**src/rtl/gfp_delin_pkg.sv**
```systemverilog
package gfp_delin_pkg;

    typedef enum logic [1:0] {
        ST_HUNT    = 2'd0,
        ST_PRESYNC = 2'd1,
        ST_SYNC    = 2'd2
    } dl_state_e;

    localparam int OCTET_BITS  = 8;
    localparam int HDR_OCTETS  = 4;
    localparam int PLI_BITS    = 2 * OCTET_BITS;
    localparam logic [15:0] HEC_GEN = 16'h1021;

    // CRC-16 over a 16-bit word, MSB first, zero seed
    function automatic logic [15:0] hec16(input logic [15:0] word);
        logic [15:0] crc;
        logic        fb;
        crc = '0;
        for (int i = 15; i >= 0; i--) begin
            fb  = crc[15] ^ word[i];
            crc = {crc[14:0], 1'b0};
            if (fb) crc = crc ^ HEC_GEN;
        end
        return crc;
    endfunction

endpackage

```
**src/rtl/gfp_hdr_window.sv**
```systemverilog
module gfp_hdr_window
    import gfp_delin_pkg::*;
#(
    parameter int OCT_W   = OCTET_BITS,
    parameter int N_OCT   = HDR_OCTETS
) (
    input  logic                   clk,
    input  logic                   rst_n,
    input  logic                   in_valid,
    input  logic [OCT_W-1:0]       in_byte,
    output logic [2*OCT_W-1:0]     cand_pli,
    output logic                   cand_ok
);
    localparam int KEEP   = N_OCT - 1;
    localparam int HALF_W = 2 * OCT_W;

    logic [OCT_W-1:0] hist_q [KEEP];
    logic [OCT_W-1:0] cand   [N_OCT];
    logic [HALF_W-1:0] cand_hec;

    // shift register of the most recent octets
    generate
        for (genvar g = 0; g < KEEP; g++) begin : g_hist
            always_ff @(posedge clk) begin
                if (!rst_n) begin
                    hist_q[g] <= '0;
                end else if (in_valid) begin
                    if (g == KEEP - 1) hist_q[g] <= in_byte;
                    else               hist_q[g] <= hist_q[g+1];
                end
            end
            assign cand[g] = hist_q[g];
        end
    endgenerate

    assign cand[N_OCT-1] = in_byte;

    always_comb begin
        cand_pli = {cand[0], cand[1]};
        cand_hec = {cand[2], cand[3]};
        cand_ok  = (hec16(cand_pli) == cand_hec);
    end

endmodule

```
**src/rtl/gfp_skip_ctr.sv**
```systemverilog
module gfp_skip_ctr #(
    parameter int CNT_W = 17
) (
    input  logic             clk,
    input  logic             rst_n,
    input  logic             in_valid,
    input  logic             load,
    input  logic [CNT_W-1:0] load_val,
    output logic             hdr_due
);
    logic [CNT_W-1:0] remain_q;

    always_ff @(posedge clk) begin
        if (!rst_n) begin
            remain_q <= '0;
        end else if (load) begin
            remain_q <= load_val;
        end else if (in_valid && remain_q != '0) begin
            remain_q <= remain_q - 1'b1;
        end
    end

    assign hdr_due = (remain_q == CNT_W'(1));

endmodule

```
**src/rtl/gfp_delin_fsm.sv**
```systemverilog
module gfp_delin_fsm
    import gfp_delin_pkg::*;
#(
    parameter int RUN_W = 4,
    parameter int LEN_W = PLI_BITS
) (
    input  logic             clk,
    input  logic             rst_n,
    input  logic             in_valid,
    input  logic             hdr_due,
    input  logic             cand_ok,
    input  logic [LEN_W-1:0] cand_pli,
    input  logic [RUN_W-1:0] presync_n,
    output dl_state_e        state,
    output logic             hdr_pass,
    output logic             frame_start,
    output logic [LEN_W-1:0] frame_len
);
    dl_state_e        state_q, state_d;
    logic [RUN_W-1:0] good_q, good_d;
    logic [RUN_W:0]   good_inc;
    logic             at_hdr, chk, pass, fail;

    always_comb begin
        at_hdr   = (state_q == ST_HUNT) || hdr_due;
        chk      = in_valid && at_hdr;
        pass     = chk && cand_ok;
        fail     = chk && !cand_ok && (state_q != ST_HUNT);
        good_inc = {1'b0, good_q} + 1'b1;
        state_d  = state_q;
        good_d   = good_q;
        unique case (state_q)
            ST_HUNT: begin
                if (pass) begin
                    good_d  = '0;
                    state_d = (presync_n == '0) ? ST_SYNC : ST_PRESYNC;
                end
            end
            ST_PRESYNC: begin
                if (fail) begin
                    good_d  = '0;
                    state_d = ST_HUNT;
                end else if (pass) begin
                    if (good_inc >= {1'b0, presync_n}) begin
                        good_d  = '0;
                        state_d = ST_SYNC;
                    end else begin
                        good_d  = good_inc[RUN_W-1:0];
                    end
                end
            end
            ST_SYNC: begin
                if (fail) begin
                    good_d  = '0;
                    state_d = ST_HUNT;
                end
            end
            default: begin
                good_d  = '0;
                state_d = ST_HUNT;
            end
        endcase
    end

    // state register
    always_ff @(posedge clk) begin
        if (!rst_n) begin
            state_q <= ST_HUNT;
            good_q  <= '0;
        end else begin
            state_q <= state_d;
            good_q  <= good_d;
        end
    end

    // outputs
    always_ff @(posedge clk) begin
        if (!rst_n) begin
            frame_start <= 1'b0;
            frame_len   <= '0;
        end else begin
            frame_start <= pass;
            if (pass) frame_len <= cand_pli;
        end
    end

    assign state    = state_q;
    assign hdr_pass = pass;

endmodule

```
**src/rtl/gfp_delin.sv**
```systemverilog
module gfp_delin
    import gfp_delin_pkg::*;
#(
    parameter int          OCT_W       = OCTET_BITS,
    parameter int          RUN_W       = 4,
    parameter int          RUN_RST     = 1
) (
    input  logic               clk,
    input  logic               rst_n,
    input  logic               in_valid,
    input  logic [OCT_W-1:0]   in_byte,
    input  logic               cfg_wr,
    input  logic [RUN_W-1:0]   cfg_presync,
    output logic [1:0]         state,
    output logic               frame_start,
    output logic [2*OCT_W-1:0] frame_len
);
    localparam int LEN_W = 2 * OCT_W;
    localparam int CNT_W = LEN_W + 1;

    logic [RUN_W-1:0] presync_q;
    logic [LEN_W-1:0] cand_pli;
    logic             cand_ok;
    logic             hdr_due;
    logic             hdr_pass;
    logic [CNT_W-1:0] skip_val;
    dl_state_e        state_e;

    always_ff @(posedge clk) begin
        if (!rst_n)      presync_q <= RUN_W'(RUN_RST);
        else if (cfg_wr) presync_q <= cfg_presync;
    end

    assign skip_val = {1'b0, cand_pli} + CNT_W'(HDR_OCTETS);

    gfp_hdr_window #(.OCT_W(OCT_W), .N_OCT(HDR_OCTETS)) u_win (
        .clk      (clk),
        .rst_n    (rst_n),
        .in_valid (in_valid),
        .in_byte  (in_byte),
        .cand_pli (cand_pli),
        .cand_ok  (cand_ok)
    );

    gfp_skip_ctr #(.CNT_W(CNT_W)) u_skip (
        .clk      (clk),
        .rst_n    (rst_n),
        .in_valid (in_valid),
        .load     (hdr_pass),
        .load_val (skip_val),
        .hdr_due  (hdr_due)
    );

    gfp_delin_fsm #(.RUN_W(RUN_W), .LEN_W(LEN_W)) u_fsm (
        .clk         (clk),
        .rst_n       (rst_n),
        .in_valid    (in_valid),
        .hdr_due     (hdr_due),
        .cand_ok     (cand_ok),
        .cand_pli    (cand_pli),
        .presync_n   (presync_q),
        .state       (state_e),
        .hdr_pass    (hdr_pass),
        .frame_start (frame_start),
        .frame_len   (frame_len)
    );

    assign state = state_e;

endmodule

```
**config.mk**
```make
export PLATFORM = sky130hd
export DESIGN_NAME = gfp_delin
export DESIGN_NICKNAME = d
export VERILOG_FILES = /design/src/rtl/gfp_delin_pkg.sv /design/src/rtl/gfp_hdr_window.sv /design/src/rtl/gfp_skip_ctr.sv /design/src/rtl/gfp_delin_fsm.sv /design/src/rtl/gfp_delin.sv
export SDC_FILE = /design/constraint.sdc
export NUM_CORES = 1
export LEC_CHECK = 0
export ABC_CLOCK_PERIOD_IN_PS = 3200
export BUFFER_PORTS_ARGS = -buffer_cell sky130_fd_sc_hd__buf_2
export CELL_PAD_IN_SITES_DETAIL_PLACEMENT = 1
export CELL_PAD_IN_SITES_GLOBAL_PLACEMENT = 1
export CORE_ASPECT_RATIO = 0.7
export CORE_UTILIZATION = 35
export CTS_BUF_LIST = sky130_fd_sc_hd__clkbuf_4
export DETAILED_ROUTE_END_ITERATION = 8
export PLACE_DENSITY = 0.67
export SLEW_MARGIN = 20
export SYNTH_ARGS = -nofsm -noshare
export SYNTH_HDL_FRONTEND = slang
export SYNTH_HIERARCHICAL = 1
export SYNTH_SLANG_ARGS = --single-unit
```
**constraint.sdc**
```tcl
create_clock -name clk -period 3.2 [get_ports clk]
set_input_delay 0.64 -clock clk [delete_from_list [all_inputs] [get_ports clk]]
set_output_delay 0.64 -clock clk [all_outputs]
set_load 0.05 [all_outputs]
```
# == Yosys cells after proc, flatten, opt, wreduce, memory -nomap -nowiden ==
# Memory sizes are Yosys's and may differ from the RTL's.
# Cells that the tools add are included.
# word_totals
ramBits,24
word_cells,104
mem_count,1
register_bits,44
# op_classes
n_addsub,3
reduce_logical,14
order_cmp,1
n_bitwise,33
n_eq_ne,8
muxes,38
# mem_list
memory,depth,width,read_ports,rd_ports_with_merged_regs,write_ports,line,text
u_win.hist_q,3,8,3,0,3,gfp_hdr_window.sv:17,logic [OCT_W-1:0] hist_q [KEEP];
# ops
op,count
2-to-1 mux 13 bit,16
NOT 3 bit,15
2-to-1 mux 17 bit,2
2-to-1 mux 8 bit,3
2-to-1 mux 4 bit,5
"adder 16 x 3 -> 17 bit, second input constant",1
"== test 17 x 1 -> 1 bit, second input constant",1
nonzero test 17 bit,1
"subtractor 17 x 1 -> 17 bit, second input constant",1
== test 16 bit,1
2-to-1 mux 2 bit,6
case mux 4 bit (3 select lines),1
XOR 1 bit,12
case mux 2 bit (3 select lines),1
"adder 4 x 1 -> 5 bit, second input constant",1
greater-or-equal comparator 5 x 4 -> 1 bit,1
logical AND 1 bit,5
zero test 4 bit,1
2-to-1 mux 1 bit,4
AND reduction 4 bit,1
nonzero test 2 bit,2
"!= test 3 x 1 -> 1 bit, second input constant",1
"!= test 3 x 2 -> 1 bit, second input constant",1
bitwise OR 1 bit,3
other kinds (9),11

# == Longest topological paths before layout ==
# Gate-level depths: netlist (run 1).
# An unclocked memory read counts as a cell.
# depth
word_depth,38
ltp_mapped,14

# == Modules after synthesis ==
# The synthesis (run 1) kept the hierarchy.
# modules_own_cells
mod,cells_each,area_per_inst_um2,n_inst
gfp_hdr_window,127,1589.0,1
gfp_delin_fsm,126,1104.8,1
gfp_skip_ctr,130,1057.3,1
gfp_delin,50,427.9,1

# == Worst setup path before layout (run 1) ==
# No wires, ideal clock.
# synth_path
path_type,register -> register
startpoint,mem u_win/hist_q[0][6] in the netlist's numbering
endpoint,reg u_skip.remain_q[5]
slack_ns,-0.089
synth_period_minus_slack_ns,3.289
path_stages_with_launch,14
setup_time_ns,0.086
n_path_buf,4
required_time_ns,3.114
arrival_time_ns,3.204
cell_sequence,edfxtp_1 clkbuf_8 xnor3_4 or4b_1 mux2i_1 nor3_1 nor3_1 o211ai_2 inv_2 buf_4 inv_1 clkbuf_1 clkbuf_1 a211oi_1
# synth_rtl
item,line,text
from (decl),gfp_hdr_window.sv:17,
to (signal assigned),gfp_skip_ctr.sv:17,remain_q <= load_val;
to (signal assigned),gfp_skip_ctr.sv:19,remain_q <= remain_q - 1'b1;
to (decl),gfp_skip_ctr.sv:11,logic [CNT_W-1:0] remain_q;

==> results of run 1 <==
sequential cells by signal, summed over array words and instances, names as in the netlist:
signal and count:
u_fsm/state 2, u_fsm/frame_start 1, presync_q 4, u_win/hist_q 24
u_skip/remain_q 17, u_fsm/good_q 4, u_fsm/frame_len 16
layout by cell type, fill, tap and decap left out, types with 9 or more instances in the layout:
cell type,n
a21boi_0,18
a31oi_1,9
and3_1,28
buf_2,34
buf_4,37
clkbuf_4,12
dfxtp_1,44
edfxtp_1,24
inv_1,11
nand2_1,45
nor2_1,13
nor3_1,9
o21ai_0,16
xnor2_1,23
xor2_1,21
cell type report:
type | instances | share of cell area
clock buffers | 12 | 0.01904
clock inverters | 4 | 0.003702
inverters | 13 | 0.01111
multi-input cells | 313 | 0.4902
flip-flops and latches | 68 | 0.3384
well taps | 153 | 0.04045
repair buffers | 72 | 0.09704
power by group through the flow:
stage / combinational, µW / clock (µW) / sequential (µW)
3_5_place_dp: 1350 / 0 / 1170
5_1_grt: 1530 / 555 / 1180
2_1_floorplan: 985 / 0 / 1130
6_report: 1380 / 492 / 1150
4_1_cts: 1350 / 520 / 1150
3_3_place_gp: 1300 / 0 / 1160
critical path, delay by kind of cell, from the launching register on:
kind            cells  cell delay [ns]
compound gates      3             0.73
buf+inv             2             0.35
xor+xnor            2             0.54
simple gates        5             0.92
flops               1             0.45
per-stage QoR:
| stage | cells | power (µW) | hold WS, ns |
|---|---|---|---|
| floorplan | 433 | 2112 | 0.4609 |
| global placement | 609 | 2464 | 0.4459 |
| detailed placement | 609 | 2517 | 0.4575 |
| CTS | 625 | 3021 | 0.3946 |
| global route | 635 | 3261 | 0.4073 |
| finish | 635 | 3027 | 0.4311 |
routing by layer:
| layer | global-route usage | share of wire |
|---|---|---|
| met5 | 0 | 0 |
| met1 | 0.2670 | 0.51 |
| met2 | 0.3039 | 0.45 |
| met3 | 0.04390 | 0.036 |
| met4 | 0.06034 | 0.011 |
how the worst min path moves through the flow:
stage          slack [ns]                               end  depth (start not counted)
3_3_place_gp         0.45   u_fsm/frame_len[7]$_SDFFE_PN0P_                          2
3_5_place_dp         0.46  u_fsm/frame_len[11]$_SDFFE_PN0P_                          2
4_1_cts              0.39         presync_q[0]$_SDFFE_PN1P_                          3
5_1_grt              0.41         presync_q[0]$_SDFFE_PN1P_                          3
2_1_floorplan        0.46      u_fsm/good_q[1]$_SDFFE_PN0P_                          2
6_report             0.43         presync_q[0]$_SDFFE_PN1P_                          3
logic make-up (layout without fill, tap and decap cells):
group,after synthesis,after routing,synth area share
adders and majority gates,8,8,0.02395
DFF,68,68,0.3832
buffers and inverters,52,101,0.06616
AOI/OAI and AO/OA,82,82,0.1440
muxes,6,6,0.01437
xor gates and xnor gates,51,51,0.1341
and+or+nand+nor,166,166,0.2341
synth_stat cells, types with 3 or more instances:
master and count:
a21boi_0 18, a21oi_1 5, a31oi_1 9, and2_1 4
and3_1 28, and4_1 5, buf_2 4, buf_4 17
clkbuf_1 15, dfxtp_1 44, edfxtp_1 24, ha_1 8
inv_1 12, mux2i_1 6, nand2_1 45, nand2b_1 4
nand3_1 8, nand3b_1 4, nand4b_1 3, nor2_1 13
nor2b_1 3, nor3_1 10, nor4_1 8, nor4_2 4
o2111ai_1 3, o21ai_0 17, o31ai_1 6, o41ai_1 3
or2_2 5, or3_1 4, or4_1 8, xnor2_1 23
xnor3_4 3, xor2_1 21
repair_timing:
| item | 4_1_cts | 5_1_grt |
|---|---|---|
| resized for setup | 0 | 7 |
| buffers inserted | 0 | 10 |
| endpoints found under the setup margin | 0 | 8 |
| endpoints found under the hold margin | 0 | 0 |
==> flow_summary.ini, run 1 <==
[setup_path]
worstPathRequired_ns = 3.52
reg2reg_from = u_win/hist_q[0][6]$_SDFFCE_PN0P_
path_cells = buf_4 -> xnor2_1 -> xnor2_1 -> nor4_1 -> o2111ai_2 -> nor3_2 -> buf_4 -> nand3b_1 -> nand3b_1 -> a2111oi_4 -> nor2_1 -> o221a_1
critPathMaxStageDelay_ns = 0.45
r2r-end = u_fsm/state[1]$_SDFFE_PN0P_
critPathMaxFanout = 6
endpoint_kind = flip-flop
setup.worst_path.start = u_win/hist_q[0][6]$_SDFFCE_PN0P_
r2r_cells = 12
endpoint = u_fsm/state[1]$_SDFFE_PN0P_
regToRegSetupSlack_ns = 0.12
critPathSlowestCell = edfxtp_1
crit_arrival_ns = 3.40
start_kind = flip-flop
path_class = flip-flop to flip-flop

[final_layout]
n_antenna_cell = 0
multi_input_area_um2 = 2320
area_growth_pct = 13.23
nFillCells = 1316
seq_area_um2 = 1602
utilization = 0.4176
drive_above_1_share = 0.2365
fin_nets = 501
final_area_um2 = 4732

[clocking]
cts_buffer_depth = 2
clock_tree.root_cell = clkbuf_4
numCtsBuffers = 9
cts_htree_levels = 3
holdBufCountCts = 0
cts_sinks = 68
clk_pin_slew_ns = 0.11
cts_tree = done
insertion_delay_ns = 0.43

[yosys]
synth_top_area_frac = 0.2108
synth_largest_area_cell = dfxtp_1
synthTopCellsByArea = dfxtp_1, edfxtp_1, xnor2_1, xor2_1, and3_1
seq_area_frac_synth = 0.3832
synth_cell_types = 63
synthFlopType = dfxtp_1
yosys_warnings = 6
synth_seq_cells = 68
syn_area_per_cell_um2 = 9.651
synth-edff-count = 24
syn-num-nets = 457
ys_async_sr_fraction = 0
synth_area_um2 = 4179
netlist_instances = 433

[power]
p_leak_uw = 0.001954
switchingPower_uw = 1267
p_int_uw = 1760
p_comb_frac = 0.457
pwr-share-clk = 0.162
sequentialPowerShare = 0.381
powerDensity_nw_per_um2 = 639.7
p_sw_frac = 0.4186
max-vdd-ir-drop_mv = 0.3491

[global_route]
grt_first_pass_wirelength_mm = 18.37
grt_max_degree = 33
grtUsageTotal = 0.1947
overflow = 0
grt_pass1_vias = 3467
antenna_found_initial = 0

[timing]
setup_viol = 0
fin_crit_ns = 3.083
tns_ns = 0
setup_slack_ns = 0.1171
max_slew_margin = 0.4668
fin_crit_sh = 0.9634
finClkSkew_ns = 0.01612
timing.fmax_ghz = 0.3244
hold_viol = 0
finalMaxSlewViolations = 0
tightestPinTransition_ns = 0.7926

[floorplanning]
coreArea_um2 = 11330
die_area_um2 = 12390
io_pins = 35
initial_core_util = 0.3688
rows = 32
die_h_um = 93.42
die_x_um = 132.6

[job]
maxCapViolations = 0

[route]
ant_nets = 0
first_pass_iters = 4
vias = 3456
post-route-drc-count = 0
drtIter0Drc = 185
viasPerCell = 5.443
wirelength_mm = 11.31
routedWlPerCell_um = 17.82

[placed_design]
dpl.hpwl_mm = 8.235
pre_cts_slack_ns = 0.07957
port_buffers = 34
dpl_cell_area_um2 = 4528
gp_congestion = 0.8397

[run_status]
status = complete, no violations

[hold_path]
hold_path.class = input pin to flip-flop
min_from = cfg_presync[0]
No activity file was read; power rests on OpenSTA's default activity.
==> inputs of run 2 (changes only) <==
--- a/config.mk
+++ b/config.mk
@@ -13,7 +13,10 @@
 export CORE_UTILIZATION = 35
 export CTS_BUF_LIST = sky130_fd_sc_hd__clkbuf_4
 export DETAILED_ROUTE_END_ITERATION = 8
+export HOLD_SLACK_MARGIN = 0.05
 export PLACE_DENSITY = 0.67
+export RECOVER_POWER = 100
+export SKIP_LAST_GASP = 1
 export SLEW_MARGIN = 20
 export SYNTH_ARGS = -nofsm -noshare
 export SYNTH_HDL_FRONTEND = slang
==> run 2 against run 1 <==
  * Clock-buffer cell count unchanged
  * Final area down 0.93%
  * Register-to-register slack better by 0.03 ns
  * Largest cell class unchanged
==> flow_summary.ini, run 2 (synthesis results as in run 1) <==
[route]
viasPerCell = 5.400
post-route-drc-count = 0
first_pass_iters = 4
drtIter0Drc = 174
vias = 3429
wirelength_mm = 11.32
routedWlPerCell_um = 17.83
ant_nets = 0

[setup_path]
endpoint_kind = flip-flop
critPathMaxFanout = 4
crit_arrival_ns = 3.38
start_kind = flip-flop
worstPathRequired_ns = 3.53
path_class = flip-flop to flip-flop

[timing]
timing.fmax_ghz = 0.3274
hold_viol = 0
max_slew_margin = 0.09296
fin_crit_ns = 3.054
finalHoldWorstSlack_ns = 0.4241
finClkSkew_ns = 0.01716
finalMaxSlewViolations = 0
setup_viol = 0
fin_crit_sh = 0.9545
tightestPinTransition_ns = 1.361

[final_layout]
n_antenna_cell = 0
final_cell_mix = nand2_1, dfxtp_1, buf_4, and3_1, edfxtp_1
largestRegisters = u_win/hist_q x24, u_skip/remain_q x17, u_fsm/frame_len x16
largest_register_ffs = 24
drive_above_1_share = 0.1846
final_area_um2 = 4688
area_growth_pct = 12.19
fin_nets = 501
layout.cells.most_common = nand2_1
regMostFlops = u_win/hist_q
utilization = 0.4138

[floorplanning]
die_area_um2 = 12390
initial_core_util = 0.3688
io_pins = 35
die_h_um = 93.42
die_x_um = 132.6
coreArea_um2 = 11330
rows = 32

[power]
powerDensity_nw_per_um2 = 645.9
p_leak_uw = 0.001849
max-vdd-ir-drop_mv = 0.3516
p_total_uw = 3028

[placed_design]
dpl.hpwl_mm = 8.235
gp_congestion = 0.8397
dpl_cell_area_um2 = 4528
port_buffers = 34

[global_route]
grtUsageTotal = 0.1947
antenna_found_initial = 0
grtUsageMet1 = 0.2670
grtUsageMet3 = 0.04390
top_usage_layer = met2
overflow = 0
gr-usage-met2 = 0.3039
grt_max_degree = 33
grt_pass1_vias = 3467
grt_first_pass_wirelength_mm = 18.37

[clocking]
holdBufCountCts = 0
clock_tree.root_cell = clkbuf_4
insertion_delay_ns = 0.43
cts_tree = done
clk_pin_slew_ns = 0.11
numCtsBuffers = 9
cts_htree_levels = 3
cts_sinks = 68
cts_buffer_depth = 2

[job]
maxCapViolations = 0

[hold_path]
hold_path.class = input pin to flip-flop

[run_status]
status = complete, no violations
==> run 2: worst paths after layout <==
kind                                          from  slack [ns]  depth (start not counted)                                to
hold reg to reg   u_fsm/frame_len[11]$_SDFFE_PN0P_        0.47                          2  u_fsm/frame_len[11]$_SDFFE_PN0P_
setup / recovery  u_win/hist_q[0][2]$_SDFFCE_PN0P_        0.15                         11       u_fsm/state[1]$_SDFFE_PN0P_
hold / removal                      cfg_presync[0]        0.42                          3         presync_q[0]$_SDFFE_PN1P_
setup reg to reg  u_win/hist_q[0][2]$_SDFFCE_PN0P_        0.15                         11       u_fsm/state[1]$_SDFFE_PN0P_
==> run 2: timing repair <==
item	in CTS	in global routing
gates resized for setup	0	7
buffers inserted	0	10
endpoints found under the setup margin	0	8
==> run 2: area by class of cell <==
cell class,instances,area [µm²]
Tap cell,153,191.4
Clock buffer,12,90.09
Inverter,13,52.55
Fill cell,1328,6643
Multi-Input combinational cell,313,2315
Sequential cell,68,1602
Timing Repair Buffer,72,420.4
Clock inverter,4,17.52
==> run 2: report_power, final <==
| group | total (µW) | internal [µW] | switching [µW] |
|---|---|---|---|
| Sequential | 1150 | 1020 | 135 |
| Clock | 495 | 180 | 315 |
| Combinational | 1380 | 564 | 819 |
| Total | 3030 | 1760 | 1270 |
==> run 2: layer usage <==
layer,vias up,share of wire
met1,1695,0.49
met4,0,0.011
met2,66,0.45
met5,-,0
li1,1659,-
met3,9,0.047
==> run 2: stage by stage <==
step / TNS (ns) / instances / setup WS (ns)
6_report: 0 / 635 / 0.1457
5_1_grt: -0.1244 / 635 / -0.04372
4_1_cts: 0 / 625 / 0.06956
3_5_place_dp: 0 / 609 / 0.07957
3_3_place_gp: 0 / 609 / 0.1995
2_1_floorplan: 0 / 433 / 0.05764
==> run 2: critical path, cell delays in order, from the launching register on <==
cell and delay, ns:
edfxtp_1 0.42, xnor3_4 0.55, or4b_1 0.48, mux2i_1 0.17
nor3_1 0.09, nor3_2 0.20, clkbuf_4 0.16, nand3b_1 0.09
nand3b_1 0.15, a2111oi_4 0.27, nor2_1 0.11, o221a_1 0.26
==> inputs of run 3 (changes only) <==
--- a/config.mk
+++ b/config.mk
@@ -14,7 +14,7 @@
 export CTS_BUF_LIST = sky130_fd_sc_hd__clkbuf_4
 export DETAILED_ROUTE_END_ITERATION = 8
 export HOLD_SLACK_MARGIN = 0.05
-export PLACE_DENSITY = 0.67
+export PLACE_DENSITY_LB_ADDON = 0.08
 export RECOVER_POWER = 100
 export SKIP_LAST_GASP = 1
 export SLEW_MARGIN = 20
==> constraint.sdc (replaced) <==
create_clock -name clk -period 3.2 [get_ports clk]
set_input_delay 0.8 -clock clk [delete_from_list [all_inputs] [get_ports clk]]
set_output_delay 0.8 -clock clk [all_outputs]
set_load 0.05 [all_outputs]
==> run 3 against run 2 <==
  * Hold slack better by 0.042 ns
  * Via count decreased by 0.29%
  * First-iteration DRC count up 2.3%
  * Total power up 2.8%
  * Sequential cell count unchanged
  * Highest routed layer unchanged
  * Critical path depth down 1
  * Worst setup slack lost 0.024 ns
  * Utilization increased by 0.14 points
  * Largest cell class unchanged
  * Wire length rose by 3.8%
  * Clock-buffer cell count rose by 1
  * Non-clock buffer count decreased by 8
  * Clock power rose by 19%
==> flow_summary.ini, run 3 (synthesis results as in run 1) <==
[run_status]
status = complete, no violations

[floorplanning]
initial_core_util = 0.3688
coreArea_um2 = 11330
die_area_um2 = 12390
io_pins = 35
die_x_um = 132.6
die_h_um = 93.42
rows = 32

[clocking]
insertion_delay_ns = 0.42
clk_pin_slew_ns = 0.12
clock_tree.root_cell = clkbuf_4
holdBufCountCts = 0
numCtsBuffers = 9
cts_sinks = 68
cts_htree_levels = 3
cts_tree = done
cts_buffer_depth = 2

[global_route]
overflow = 0
antenna_found_initial = 0
grtUsageTotal = 0.1995
grt_pass1_vias = 3476
grt_first_pass_wirelength_mm = 19.00
grt_max_degree = 70

[final_layout]
area_growth_pct = 12.57
drive_above_1_share = 0.1887
layout.cells.most_common = nand2_1
fin_nets = 496
largest_register_ffs = 24
n_antenna_cell = 0
largestRegisters = u_win/hist_q x24, u_skip/remain_q x17, u_fsm/frame_len x16
nFillCells = 1344
final_cell_mix = nand2_1, dfxtp_1, buf_4, and3_1, edfxtp_1
regMostFlops = u_win/hist_q

[timing]
tns_ns = 0
fin_crit_ns = 3.078
fin_crit_sh = 0.9618
finClkSkew_ns = 0.02404
setup_viol = 0
hold_viol = 0
rsz0062_at_grt = yes
tightestPinTransition_ns = 1.080
timing.fmax_ghz = 0.3249
finalMaxSlewViolations = 0
max_slew_margin = 0.2800

[route]
post-route-drc-count = 0
top_layer_used = met4
wirelength_mm = 11.76
vias = 3419
drtIter0Drc = 178
wl_met2_mm = 5.034
routedWlPerCell_um = 18.66
ant_nets = 0
wl_met1_mm = 6.143
viasPerCell = 5.427
wl_met3_um = 460
first_pass_iters = 4

[job]
maxCapViolations = 0

[power]
p_total_uw = 3112
switchingPower_uw = 1291
powerDensity_nw_per_um2 = 661.4
p_leak_uw = 0.001852
pwr-share-clk = 0.190
p_comb_frac = 0.436
p_int_uw = 1821
max-vdd-ir-drop_mv = 0.3519
p_sw_frac = 0.4148
sequentialPowerShare = 0.374

[setup_path]
critPathMaxFanout = 4
start_kind = flip-flop
endpoint_kind = flip-flop
worstPathRequired_ns = 3.51
crit_arrival_ns = 3.39
path_class = flip-flop to flip-flop

[placed_design]
dpl.hpwl_mm = 7.982
gp_congestion = 0.7862
port_buffers = 34

[hold_path]
hold_path.class = flip-flop to flip-flop
[run 3: final timing paths]
check                                                      start                              end  slack [ns]  depth (start not counted)
worst max-delay path            u_win/hist_q[0][2]$_SDFFCE_PN0P_      u_fsm/state[1]$_SDFFE_PN0P_        0.12                         10
worst min-delay path             u_fsm/frame_len[7]$_SDFFE_PN0P_  u_fsm/frame_len[7]$_SDFFE_PN0P_        0.47                          2
worst max register to register  u_win/hist_q[0][2]$_SDFFCE_PN0P_      u_fsm/state[1]$_SDFFE_PN0P_        0.12                         10
worst min register to register   u_fsm/frame_len[7]$_SDFFE_PN0P_  u_fsm/frame_len[7]$_SDFFE_PN0P_        0.47                          2
[run 3: cell type report]
type	count	area [µm²]	area share
multi-input cells	313	2318	0.4928
flip-flops and latches	68	1602	0.3404
repair buffers	64	381.6	0.08112
well taps	153	191.4	0.04069
clock buffers	13	97.59	0.02074
inverters	13	55.05	0.01170
clock inverters	3	38.79	0.008245
repair inverters	3	20.02	0.004255
[run 3: worst max-delay path, stage by stage, from the launching register on]
cell	delay (ns)
edfxtp_1	0.44
xnor3_4	0.55
or4b_1	0.48
mux2i_1	0.17
nor3_1	0.10
nor3_2	0.27
nand3b_1	0.16
nand3b_1	0.16
a2111oi_4	0.31
nor2_1	0.10
o221a_1	0.24
[run 3: layer usage]
| metal | track usage | up-vias |
|---|---|---|
| met5 | 0 | - |
| met4 | 0.05268 | 0 |
| met3 | 0.03957 | 12 |
| met2 | 0.3105 | 72 |
| met1 | 0.2803 | 1693 |
| li1 | - | 1642 |
[run 3: power groups by stage]
stage | Sequential [µW] | Combinational, µW | Clock (µW)
after floorplan | 1130 | 985 | 0
after global routing | 1190 | 1490 | 655
final | 1160 | 1360 | 590
after global placement | 1170 | 1290 | 0
after CTS | 1160 | 1330 | 617
after detailed placement | 1180 | 1320 | 0
[run 3: what timing repair did]
item | in CTS | in global routing
setup buffers | 3 | 2
gates resized for setup | 1 | 8
cloned | 0 | 3
setup endpoints to repair | 4 | 22
pin swaps | 0 | 5
[run 3: through the flow]
stage / instances / setup WS (ns) / instance area [µm²] / hold WS (ns) / utilization
after floorplan: 433 / 0.05764 / 4184 / 0.4609 / -
after global placement: 606 / 0.1008 / 4518 / 0.4468 / 0.3987
after detailed placement: 606 / -0.04823 / 4518 / 0.4520 / 0.3987
after CTS: 625 / 0.03332 / 4677 / 0.4671 / 0.4128
after global routing: 630 / -0.05258 / 4705 / 0.4897 / 0.4152
final: 630 / 0.1222 / 4705 / 0.4661 / 0.4152
